[src/rtl/lp_bist_pkg.sv]
package lp_bist_pkg;

  typedef enum logic [1:0] {
    ST_IDLE,
    ST_SHIFT,
    ST_RESTORE,
    ST_FIN
  } bistState_e;

  typedef struct packed {
    logic loadSeed;
    logic restoreSeed;
    logic shiftEn;
    logic detMode;
  } bistCtl_t;

endpackage

[src/rtl/lp_bist_ctrl.sv]
module lp_bist_ctrl
  import lp_bist_pkg::*;
#(
  parameter int NUM_GROUPS = 4,
  parameter int TREE_DEPTH = 8
) (
  input  logic                  clk,
  input  logic                  rstN,
  input  logic                  start,
  input  logic                  phaseSel,
  output bistCtl_t              ctl,
  output logic [NUM_GROUPS-1:0] groupEn,
  output logic                  busy,
  output logic                  done
);
  localparam int CW = (TREE_DEPTH > 1) ? $clog2(TREE_DEPTH) : 1;
  localparam int GW = (NUM_GROUPS > 1) ? $clog2(NUM_GROUPS) : 1;
  localparam logic [CW-1:0] LAST_CNT = CW'(TREE_DEPTH - 1);
  localparam logic [GW-1:0] LAST_GRP = GW'(NUM_GROUPS - 1);

  bistState_e state;
  logic [CW-1:0] shiftCnt;
  logic [GW-1:0] grpIdx;
  logic phaseReg;

  always_ff @(posedge clk or negedge rstN) begin
    if (!rstN) begin
      state    <= ST_IDLE;
      shiftCnt <= '0;
      grpIdx   <= '0;
      phaseReg <= 1'b0;
    end else begin
      case (state)
        ST_IDLE: begin
          if (start) begin
            phaseReg <= phaseSel;
            shiftCnt <= '0;
            grpIdx   <= '0;
            state    <= ST_SHIFT;
          end
        end
        ST_SHIFT: begin
          if (shiftCnt == LAST_CNT) begin
            shiftCnt <= '0;
            if (!phaseReg || grpIdx == LAST_GRP) begin
              state <= ST_FIN;
            end else begin
              grpIdx <= grpIdx + 1'b1;
              state  <= ST_RESTORE;
            end
          end else begin
            shiftCnt <= shiftCnt + 1'b1;
          end
        end
        ST_RESTORE: state <= ST_SHIFT;
        default:    state <= ST_IDLE;
      endcase
    end
  end

  always_comb begin
    ctl.loadSeed    = (state == ST_IDLE) && start;
    ctl.restoreSeed = (state == ST_RESTORE);
    ctl.shiftEn     = (state == ST_SHIFT);
    ctl.detMode     = phaseReg;
    busy            = (state != ST_IDLE);
    done            = (state == ST_FIN);
  end

  for (genvar g = 0; g < NUM_GROUPS; g++) begin : gGrpEn
    assign groupEn[g] = (state == ST_SHIFT) && (!phaseReg || grpIdx == GW'(g));
  end

  // at most one group active in the deterministic phase
  a_r4_group_onehot: assert property (@(posedge clk) disable iff (!rstN)
    ctl.detMode |-> $onehot0(groupEn));
  // done is a single-cycle pulse followed by idle
  a_r9_done_pulse: assert property (@(posedge clk) disable iff (!rstN)
    done |=> (!done && !busy));
  // no group enabled while idle
  a_r8_idle_quiet: assert property (@(posedge clk) disable iff (!rstN)
    !busy |-> (groupEn == '0));
  // a run in progress is not cut short by start
  a_r1_run_holds: assert property (@(posedge clk) disable iff (!rstN)
    (busy && !done) |=> busy);
  // a restore cycle is always followed by shifting
  a_r5_restore_then_shift: assert property (@(posedge clk) disable iff (!rstN)
    ctl.restoreSeed |=> ctl.shiftEn);
endmodule

[src/rtl/lp_bist_dp.sv]
module lp_bist_dp
  import lp_bist_pkg::*;
#(
  parameter int                LFSR_W     = 16,
  parameter logic [LFSR_W-1:0] TAP_MASK   = 16'hB400,
  parameter int                NUM_TREES  = 8,
  parameter int                NUM_GROUPS = 4
) (
  input  logic                   clk,
  input  logic                   rstN,
  input  bistCtl_t               ctl,
  input  logic [NUM_GROUPS-1:0]  groupEn,
  input  logic [LFSR_W-1:0]      seedIn,
  input  logic                   extraIn,
  input  logic [2*NUM_TREES-1:0] weightCode,
  output logic [NUM_TREES-1:0]   scanIn,
  output logic [NUM_TREES-1:0]   scanEn
);
  localparam int TPG = NUM_TREES / NUM_GROUPS;

  logic [LFSR_W-1:0] lfsr;
  logic [LFSR_W-1:0] shadow;
  logic feedBit;

  assign feedBit = (^(lfsr & TAP_MASK)) ^ (ctl.detMode & extraIn);

  always_ff @(posedge clk or negedge rstN) begin
    if (!rstN) begin
      lfsr   <= '0;
      shadow <= '0;
    end else if (ctl.loadSeed) begin
      lfsr   <= seedIn;
      shadow <= seedIn;
    end else if (ctl.restoreSeed) begin
      lfsr <= shadow;
    end else if (ctl.shiftEn) begin
      lfsr <= {lfsr[LFSR_W-2:0], feedBit};
    end
  end

  for (genvar t = 0; t < NUM_TREES; t++) begin : gTree
    localparam int TA  = t % LFSR_W;
    localparam int TB  = (t + LFSR_W / 2) % LFSR_W;
    localparam int TD  = (t % TPG) % LFSR_W;
    localparam int GRP = t / TPG;
    logic [1:0] code;
    logic treeOff;
    logic wBit;
    assign code    = weightCode[2*t +: 2];
    assign treeOff = !ctl.detMode && (code == 2'b11);
    always_comb begin
      case (code)
        2'b01:   wBit = lfsr[TA] & lfsr[TB];
        2'b10:   wBit = lfsr[TA] | lfsr[TB];
        default: wBit = lfsr[TA];
      endcase
    end
    assign scanEn[t] = ctl.shiftEn && groupEn[GRP] && !treeOff;
    assign scanIn[t] = scanEn[t] && (ctl.detMode ? lfsr[TD] : wBit);
  end

  // seed lands in both registers on the accepting edge
  a_r2_seed_load: assert property (@(posedge clk) disable iff (!rstN)
    ctl.loadSeed |=> (lfsr == $past(seedIn) && shadow == $past(seedIn)));
  // restore copies the shadow seed in one cycle
  a_r5_restore_seed: assert property (@(posedge clk) disable iff (!rstN)
    ctl.restoreSeed |=> (lfsr == $past(shadow)));
  // the shadow copy only changes at a new start
  a_r5_shadow_hold: assert property (@(posedge clk) disable iff (!rstN)
    !ctl.loadSeed |=> $stable(shadow));
  // no scan enable outside shift cycles
  a_r8_no_enable_idle: assert property (@(posedge clk) disable iff (!rstN)
    !ctl.shiftEn |-> (scanEn == '0 && scanIn == '0));
  // in phase 0 the external variable does not reach the register
  a_r6_no_inject_ph0: assert property (@(posedge clk) disable iff (!rstN)
    (ctl.shiftEn && !ctl.detMode && !ctl.restoreSeed && !ctl.loadSeed)
      |=> (lfsr[0] == ^($past(lfsr) & TAP_MASK)));
endmodule

[src/rtl/lp_reseed_bist.sv]
module lp_reseed_bist
  import lp_bist_pkg::*;
#(
  parameter int                LFSR_W     = 16,
  parameter logic [LFSR_W-1:0] TAP_MASK   = 16'hB400,
  parameter int                NUM_TREES  = 8,
  parameter int                NUM_GROUPS = 4,
  parameter int                TREE_DEPTH = 8
) (
  input  logic                   clk,
  input  logic                   rstN,
  input  logic                   start,
  input  logic                   phaseSel,
  input  logic [LFSR_W-1:0]      seedIn,
  input  logic                   extraIn,
  input  logic [2*NUM_TREES-1:0] weightCode,
  output logic [NUM_TREES-1:0]   scanIn,
  output logic [NUM_TREES-1:0]   scanEn,
  output logic [NUM_GROUPS-1:0]  groupEn,
  output logic                   busy,
  output logic                   done
);
  bistCtl_t ctl;

  lp_bist_ctrl #(
    .NUM_GROUPS(NUM_GROUPS),
    .TREE_DEPTH(TREE_DEPTH)
  ) u_ctrl (
    .clk(clk), .rstN(rstN), .start(start), .phaseSel(phaseSel),
    .ctl(ctl), .groupEn(groupEn), .busy(busy), .done(done)
  );

  lp_bist_dp #(
    .LFSR_W(LFSR_W), .TAP_MASK(TAP_MASK),
    .NUM_TREES(NUM_TREES), .NUM_GROUPS(NUM_GROUPS)
  ) u_dp (
    .clk(clk), .rstN(rstN), .ctl(ctl), .groupEn(groupEn),
    .seedIn(seedIn), .extraIn(extraIn), .weightCode(weightCode),
    .scanIn(scanIn), .scanEn(scanEn)
  );
endmodule

[config.mk]
export PLATFORM = sky130hd
export DESIGN_NAME = lp_reseed_bist
export DESIGN_NICKNAME = d
export VERILOG_FILES = /design/src/rtl/lp_bist_pkg.sv /design/src/rtl/lp_bist_ctrl.sv /design/src/rtl/lp_bist_dp.sv /design/src/rtl/lp_reseed_bist.sv
export SDC_FILE = /design/constraint.sdc
export NUM_CORES = 1
export LEC_CHECK = 0
export BUFFER_PORTS_ARGS = -buffer_cell sky130_fd_sc_hd__buf_2
export CAP_MARGIN = 20
export CORE_MARGIN = 2
export CORE_UTILIZATION = 46
export DETAILED_ROUTE_END_ITERATION = 8
export PLACE_DENSITY_LB_ADDON = 0.2
export SETUP_SLACK_MARGIN = 0.02
export SLEW_MARGIN = 20
export SYNTH_ARGS = -nofsm -noshare
export SYNTH_HDL_FRONTEND = slang
export SYNTH_HIERARCHICAL = 1
export SYNTH_SLANG_ARGS = --single-unit
[constraint.sdc]
create_clock -name clk -period 3.3 [get_ports clk]
set_input_delay 0.495 -clock clk [delete_from_list [all_inputs] [get_ports clk]]
set_output_delay 0.495 -clock clk [all_outputs]
set_load 0.01 [all_outputs]
==> key figures, run 1 <==
Floorplan
  • Die extent in x: 81.2 um
  • DIE AREA: 0.00660 mm2
  • Num ports: slightly below 60
  • # rows: 28
  • Initial Utilization: 46.9%
  • Placeable core region: 0.00585 mm2
  • Die height: 81.2 um

Critical path
  • Crit-path cells: clkinv_1 -> a21oi_1 -> o221a_2 -> buf_2
  • CP max stage cell: dfrtp_1
  • R2r endpoint: u_dp/lfsr[7]$_DFFE_PN0P_
  • CP Capture Type: output pin
  • Worst Path Max Fanout: 18
  • Reg2reg setup slack: 1.22 ns
  • Reg2reg path depth: 6
  • Startpoint types: flop
  • Critical Path Max Stage Delay: 0.60 ns
  • Crit Path Category: reg -> out
  • WP data required: 2.80 ns
  • Reg-to-Reg Start: u_ctrl/state[1]$_DFFE_PN0P_
  • Critical Path AT: 2.13 ns
  • CP bufs+invs: 2
  • Crit path max-delay family: buffers and inverters

Finish
  • Multi-input gate area: 0.00150 mm2
  • Final-layout fill cell count: ~540
  • Share of cells above drive strength 1: 24.5%
  • ANT cells: 0
  • Area Growth Syn to Fin: 15.1%
  • Total Nets Final: 434
  • Most frequent cells in the layout: buf_2, inv_1, dfrtp_1
  • Reg area: 0.00100 mm2
  • Final core utilization: between 50% and 60%
  • Most common cell after layout, fill and taps aside: buf_2

CTS
  • CTS resizes: 0
  • Hold buffer count at CTS: 0
  • Clock root cell: clkbuf_8
  • Clk_lat worst skew: 0.29 ns
  • CTS tree: done
  • CTS sink count: 40
  • Total CTS buffers: 5
  • H-tree levels: 2
  • CTS Buffer Depth: 2
  • Worst-path clk slew: 0.08 ns
  • Setup bufs post-CTS: 0

Synthesis
  • Area of the mapped netlist: 0.00274 mm2
  • Netlist cell types: 41
  • Count of state elements after synthesis: 40
  • Mux cell area share after synthesis: 0.547%
  • Synth Area per Inst: 8.71 um2
  • Asr flop ratio synth: 100%
  • Synth Area in Simple Gates: 15.7%
  • Main area contributors after synthesis: dfrtp_1, ha_1, inv_1
  • Ys Warns: 6
  • Seq/Total Area, Yosys: 36.5%
  • Post-Synth Adder-Cell Area: between 10% and 20%
  • Syn_nets: approximately 380
  • Post-synthesis compound-gate area fraction: a little under a quarter
  • Top_reg_cell synth: dfrtp_1
  • Synth Instances: 315
  • Largest family of logic cells by synthesized area: compound AO/OA/AOI/OAI gates
  • Post-Synth XOR/XNOR Area: 1.46%
  • Area fraction of the dominant cell type after synthesis: 36.5%
  • Cell taking the most area after synthesis: dfrtp_1
  • Number of synthesized flops with an enable pin: 0

STA
  • Final hold vios: 0
  • RSZ-0062 raised after global routing: false
  • Sum Neg Setup Slack: 0 ns
  • Worst slew pin tran: 0.884 ns
  • Max-slew violations: 0
  • Clock Skews: 0.00489 ns
  • Worst slew margin: 41.1%
  • Final Setup Violations: 0
  • Fmax: roughly 0.38 GHz
  • Fin crit period: about 2.6 ns
  • Final period util: between 70 and 80%

Power and ir drop
  • Internal Pwr Total: 1.56 mW
  • Sequential share of power: 35.5%
  • Comb pwr share: between 50 and 60%
  • Switching Share: 43.7%
  • Worst ir drop on vdd: 387 uV
  • PD cells: 880 mW/mm2
  • Leak: 1.61 nW
  • Power share of the clock group: between 10% and 20%
  • Switching power: 1.21 mW

Placement
  • Detailed placer's ending HPWL: 4.46 mm
  • GP Congestion: 0.799
  • IO buf count: 58

Routing
  • Initial DRC count: 119
  • Final wirelength: around 6.2 mm
  • # DRC: 0
  • Routed WL per cell: ~14 um
  • DRT antenna net count: 0
  • DR vias: around 2400
  • Via/cell ratio: 5.34
  • Drt pass-1 iters: 4

GRT
  • GRT Util Overall: 20.2%
  • Grt total ovfl: 0
  • Largest net degree at the start of global routing: 51
  • First-pass GRT wire length: between 10 and 15 mm
  • Vias in the first global route: about 2200
  • Antenna violations before repair: 0

Flow run
  • Number of max-cap violations: 0

Worst hold path
  • Worst hold path type: in -> async

Outcome
  • Status: finished, final reports clean
-- worst max path at each step --
| stage | from | slack, ns | cells past startpoint | endpoint |
|---|---|---|---|---|
| after floorplan | u_ctrl/state[1]$_DFFE_PN0P_ | 1.05 | 5 | scanIn[6] |
| after detailed placement | weightCode[12] | 1.02 | 7 | scanIn[6] |
| after global placement | weightCode[12] | 1.08 | 7 | scanIn[6] |
| after global routing | u_ctrl/phaseReg$_DFFE_PN0P_ | 0.50 | 4 | scanIn[7] |
| after CTS | u_ctrl/phaseReg$_DFFE_PN0P_ | 0.70 | 4 | scanIn[7] |
| final | u_ctrl/phaseReg$_DFFE_PN0P_ | 0.67 | 4 | scanIn[7] |
-- Yosys cell counts, types with 8 or more instances --
cell type	n
nor2_1	22
dfrtp_1	40
buf_2	8
ha_1	30
nor2_2	10
o21ai_0	25
a21oi_1	29
inv_1	41
nand2_1	36
a221o_1	14
-- per-stage QoR --
step           worst slack (ns)  cells  power [mW]  area, um2  hold slack (ns)
6_report                  0.672    443        2.78       3160            0.323
5_1_grt                   0.498    443        3.04       3160            0.405
4_1_cts                   0.697    443        2.79       3160            0.353
3_5_place_dp               1.02    435        2.44       3060            0.486
3_3_place_gp               1.08    435        2.40       3060            0.485
2_1_floorplan              1.05    315        2.01       2740            0.199
-- cell type report --
class / count / share of cell area, %
multi-input combinational: 217 / 47.5
timing repair buffer: 61 / 9.91
tap: 75 / 2.97
sequential: 40 / 31.7
clock buffer: 6 / 2.62
inverter: 42 / 5.00
clock inverter: 2 / 0.317
-- kinds of logic after synthesis --
family                   after synthesis
multiplexers                           1
buffers and inverters                 58
AND/OR/NAND/NOR                       90
flip-flops                            40
adder cells (fa/ha/maj)               30
AO/OA/AOI/OAI                         93
XOR/XNOR                               3
-- flip-flops by register name, summed over array words and instances (netlist names) --
register and flops:
u_dp/shadow 16, u_ctrl/grpIdx 2, u_ctrl/shiftCnt 3, u_dp/lfsr 16
u_ctrl/state 2, u_ctrl/phaseReg 1
-- power groups by stage --
stage	Combinational, mW	Clock, mW	Sequential [mW]
3_5_place_dp	1.45	0	0.992
4_1_cts	1.46	0.341	0.983
6_report	1.46	0.333	0.986
3_3_place_gp	1.42	0	0.983
2_1_floorplan	1.12	0	0.892
5_1_grt	1.65	0.364	1.02
-- layer usage --
| metal | wire length [um] | share of wire (%) | track usage [%] |
|---|---|---|---|
| met1 | 3030 | 49 | 28.3 |
| met2 | 2780 | 44 | 32.0 |
| met3 | 332 | 5.3 | 2.44 |
| met4 | 102 | 1.6 | 7.97 |
| met5 | 0 | 0 | 0 |
Power figures use the tool's default switching activity.
==> run 2, diff against run 1 <==
ABC_AREA = 1   (was not set)
clock period = 2.2 ns   (was 3.3 ns; I/O delays follow)
==> key figures, run 2 <==
Outcome
  • Status: finished, final reports clean

Placement
  • IO buf count: 58
  • GP Congestion: 0.789
  • DP Worst Slack: 0.185 ns
  • Detailed placer's ending HPWL: 4.88 mm

Finish
  • Biggest regs: u_dp/lfsr (16), u_dp/shadow (16), u_ctrl/shiftCnt (3)
  • Multi-input gate area: around 0.0015 mm2
  • Final core utilization: 57.8%
  • Total Nets Final: 490
  • Reg area: 0.00100 mm2
  • Share of cells above drive strength 1: 23.9%
  • ANT cells: 0
  • Most frequent cells in the layout: nand2_1, buf_2, inv_1
  • Final-layout fill cell count: 525
  • Most common cell after layout, fill and taps aside: nand2_1
  • Area Growth Syn to Fin: 19.9%

Critical path
  • CP Capture Type: output pin
  • Crit Path Category: reg -> out
  • Worst Path Max Fanout: 3
  • Reg2reg path depth: 9
  • CP dominant cell by count: nor2_1
  • Reg2reg setup slack: 0.43 ns
  • CP max stage cell: dfrtp_1
  • WP data required: 1.87 ns
  • Startpoint types: flop
  • Crit-path cells: buf_6 -> inv_4 -> ha_1 -> nor2_1 -> nor2_1 -> nand2_1 -> a21oi_1 -> nor3b_2 -> buf_2
  • Reg-to-Reg Start: u_ctrl/state[0]$_DFFE_PN0P_
  • Critical Path Max Stage Delay: 0.40 ns
  • R2r endpoint: u_dp/lfsr[11]$_DFFE_PN0P_
  • Critical Path AT: 1.76 ns

STA
  • Worst slew margin: 68.0%
  • Fmax: 0.479 GHz
  • Final Setup Violations: 0
  • Clock Skews: 0.00862 ns
  • Post-route setup slack: 0.113 ns
  • Final period util: a little over nine tenths
  • Fin crit period: 2.09 ns
  • Worst slew pin tran: 0.479 ns
  • Max-slew violations: 0
  • Final hold vios: 0

Power and ir drop
  • Leak: 1.73 nW
  • Worst ir drop on vdd: 693 uV
  • PD cells: 1270 mW/mm2

Routing
  • DR vias: 2493
  • Routed WL per cell: around 13 um
  • Initial DRC count: 92
  • Final wirelength: 6.40 mm
  • # DRC: 0
  • Drt pass-1 iters: 4
  • Via/cell ratio: 5.04
  • DRT antenna net count: 0

CTS
  • Clk_lat worst skew: approximately 0.29 ns
  • CTS tree: done
  • H-tree levels: 2
  • Clock root cell: clkbuf_8
  • Worst-path clk slew: 0.07 ns
  • CTS sink count: 40
  • Total CTS buffers: 5
  • CTS Buffer Depth: 2

Floorplan
  • # rows: 27
  • Die extent in x: 80.4 um
  • Num ports: 59
  • DIE AREA: 0.00647 mm2
  • Initial Utilization: 48.2%
  • Placeable core region: between 0.005 and 0.006 mm2
  • Die height: 80.4 um

Synthesis
  • Seq/Total Area, Yosys: a little under two fifths
  • Number of synthesized flops with an enable pin: 0
  • Synth cell count leaders: nand2_1, inv_1, dfrtp_1, o21ai_0, ha_1
  • Area of the mapped netlist: roughly 0.0027 mm2
  • Synth Instances: 358
  • Ys Warns: 6
  • Synth Area per Inst: 7.51 um2
  • Cell taking the most area after synthesis: dfrtp_1
  • Area fraction of the dominant cell type after synthesis: between 30% and 40%
  • Most common cell in the netlist: nand2_1
  • Syn_nets: 425
  • Asr flop ratio synth: 100%
  • Top_reg_cell synth: dfrtp_1
  • Main area contributors after synthesis: dfrtp_1, ha_1, nand2_1
  • Netlist cell types: 26
  • Count of state elements after synthesis: 40

Worst hold path
  • Hold endpoint: u_ctrl/phaseReg$_DFFE_PN0P_
  • Worst Hold Path Cells: 3
  • Worst hold path type: in -> reg
  • Hold Startpoint: phaseSel

GRT
  • Grt total ovfl: 0
  • Antenna violations before repair: 0
  • Vias in the first global route: 2300
  • First-pass GRT wire length: 10.5 mm
  • Largest net degree at the start of global routing: 32
  • GRT Util Overall: 20.8%

Flow run
  • Number of max-cap violations: 0
[run 2: changes by cell type after synthesis, sizes merged, moves of 5 or more]
cell    delta
o221a      -5
inv       +12
o21ai     +13
nand2b     -6
nand3     +12
a221o     -14
nand2     +52
a31oi     +15
[run 2: worst max-delay path, delay by kind of cell (launching register included)]
family / cells / cell delay, ns
flops: 1 / 0.40
fa+ha+maj: 1 / 0.13
buf+inv: 3 / 0.33
compound gates: 1 / 0.15
simple gates: 4 / 0.45
[run 2: worst max-delay path by stage]
stage	cells past startpoint	startpoint	slack (ns)	end
finish	9	u_ctrl/grpIdx[1]$_DFFE_PN0P_	0.11	scanIn[0]
global route	9	u_ctrl/grpIdx[1]$_DFFE_PN0P_	-0.006	scanIn[0]
floorplan	8	u_ctrl/grpIdx[0]$_DFFE_PN0P_	0.27	scanIn[6]
global placement	9	u_ctrl/grpIdx[0]$_DFFE_PN0P_	0.27	scanIn[6]
CTS	9	u_ctrl/grpIdx[0]$_DFFE_PN0P_	0.03	scanIn[6]
detailed placement	9	u_ctrl/grpIdx[1]$_DFFE_PN0P_	0.19	scanIn[6]
[run 2: cell type report]
class / count / area share, %
clock buffer: 6 / 2.25
clock inverter: 1 / 0.155
inverter: 54 / 6.52
multi-input combinational: 253 / 45.4
sequential: 40 / 31.1
tap: 72 / 2.80
timing repair buffer: 69 / 11.8
[run 2: cell families after synthesis]
logic type	Yosys count	share of synthesized area [%]
AOI/OAI and AO/OA	86	17.6
and+or+nand+nor	136	20.4
DFF	40	37.2
adders and majority gates	30	14.0
xor gates and xnor gates	1	0.326
buffers and inverters	65	10.4
[run 2: layer usage]
layer  GRT usage [%]  vias up  share of wire (%)
met1            28.0     1138                 47
li1                -     1281                  -
met2            34.5       70                 46
met5               0        -                  0
met4            5.25        0               0.75
met3            3.93        4                6.2
[run 2: report_power, final]
group          internal, mW  switching (mW)  total [mW]
combinational         0.893            1.33        2.22
sequential             1.09           0.329        1.42
clock                 0.215           0.235       0.451
total                  2.20            1.89        4.09
[run 2: through the flow]
step	power (mW)	instance area, um2	hold slack (ns)	TNS, ns	instances
floorplan	2.79	2690	0.0344	0	358
global placement	3.37	3020	0.232	0	481
detailed placement	3.43	3020	0.228	0	481
CTS	3.93	3130	0.251	0	490
global route	4.49	3220	0.247	-0.00562	495
finish	4.09	3220	0.259	0	495
[run 2: repair_timing]
item / CTS / global route
hold buffers: 1 / 0
buffers inserted: 1 / 5
cloned: 0 / 0
hold endpoints to repair: 10 / 0
pin swaps: 0 / 3
gates resized for setup: 3 / 19
setup endpoints to repair: 2 / 8
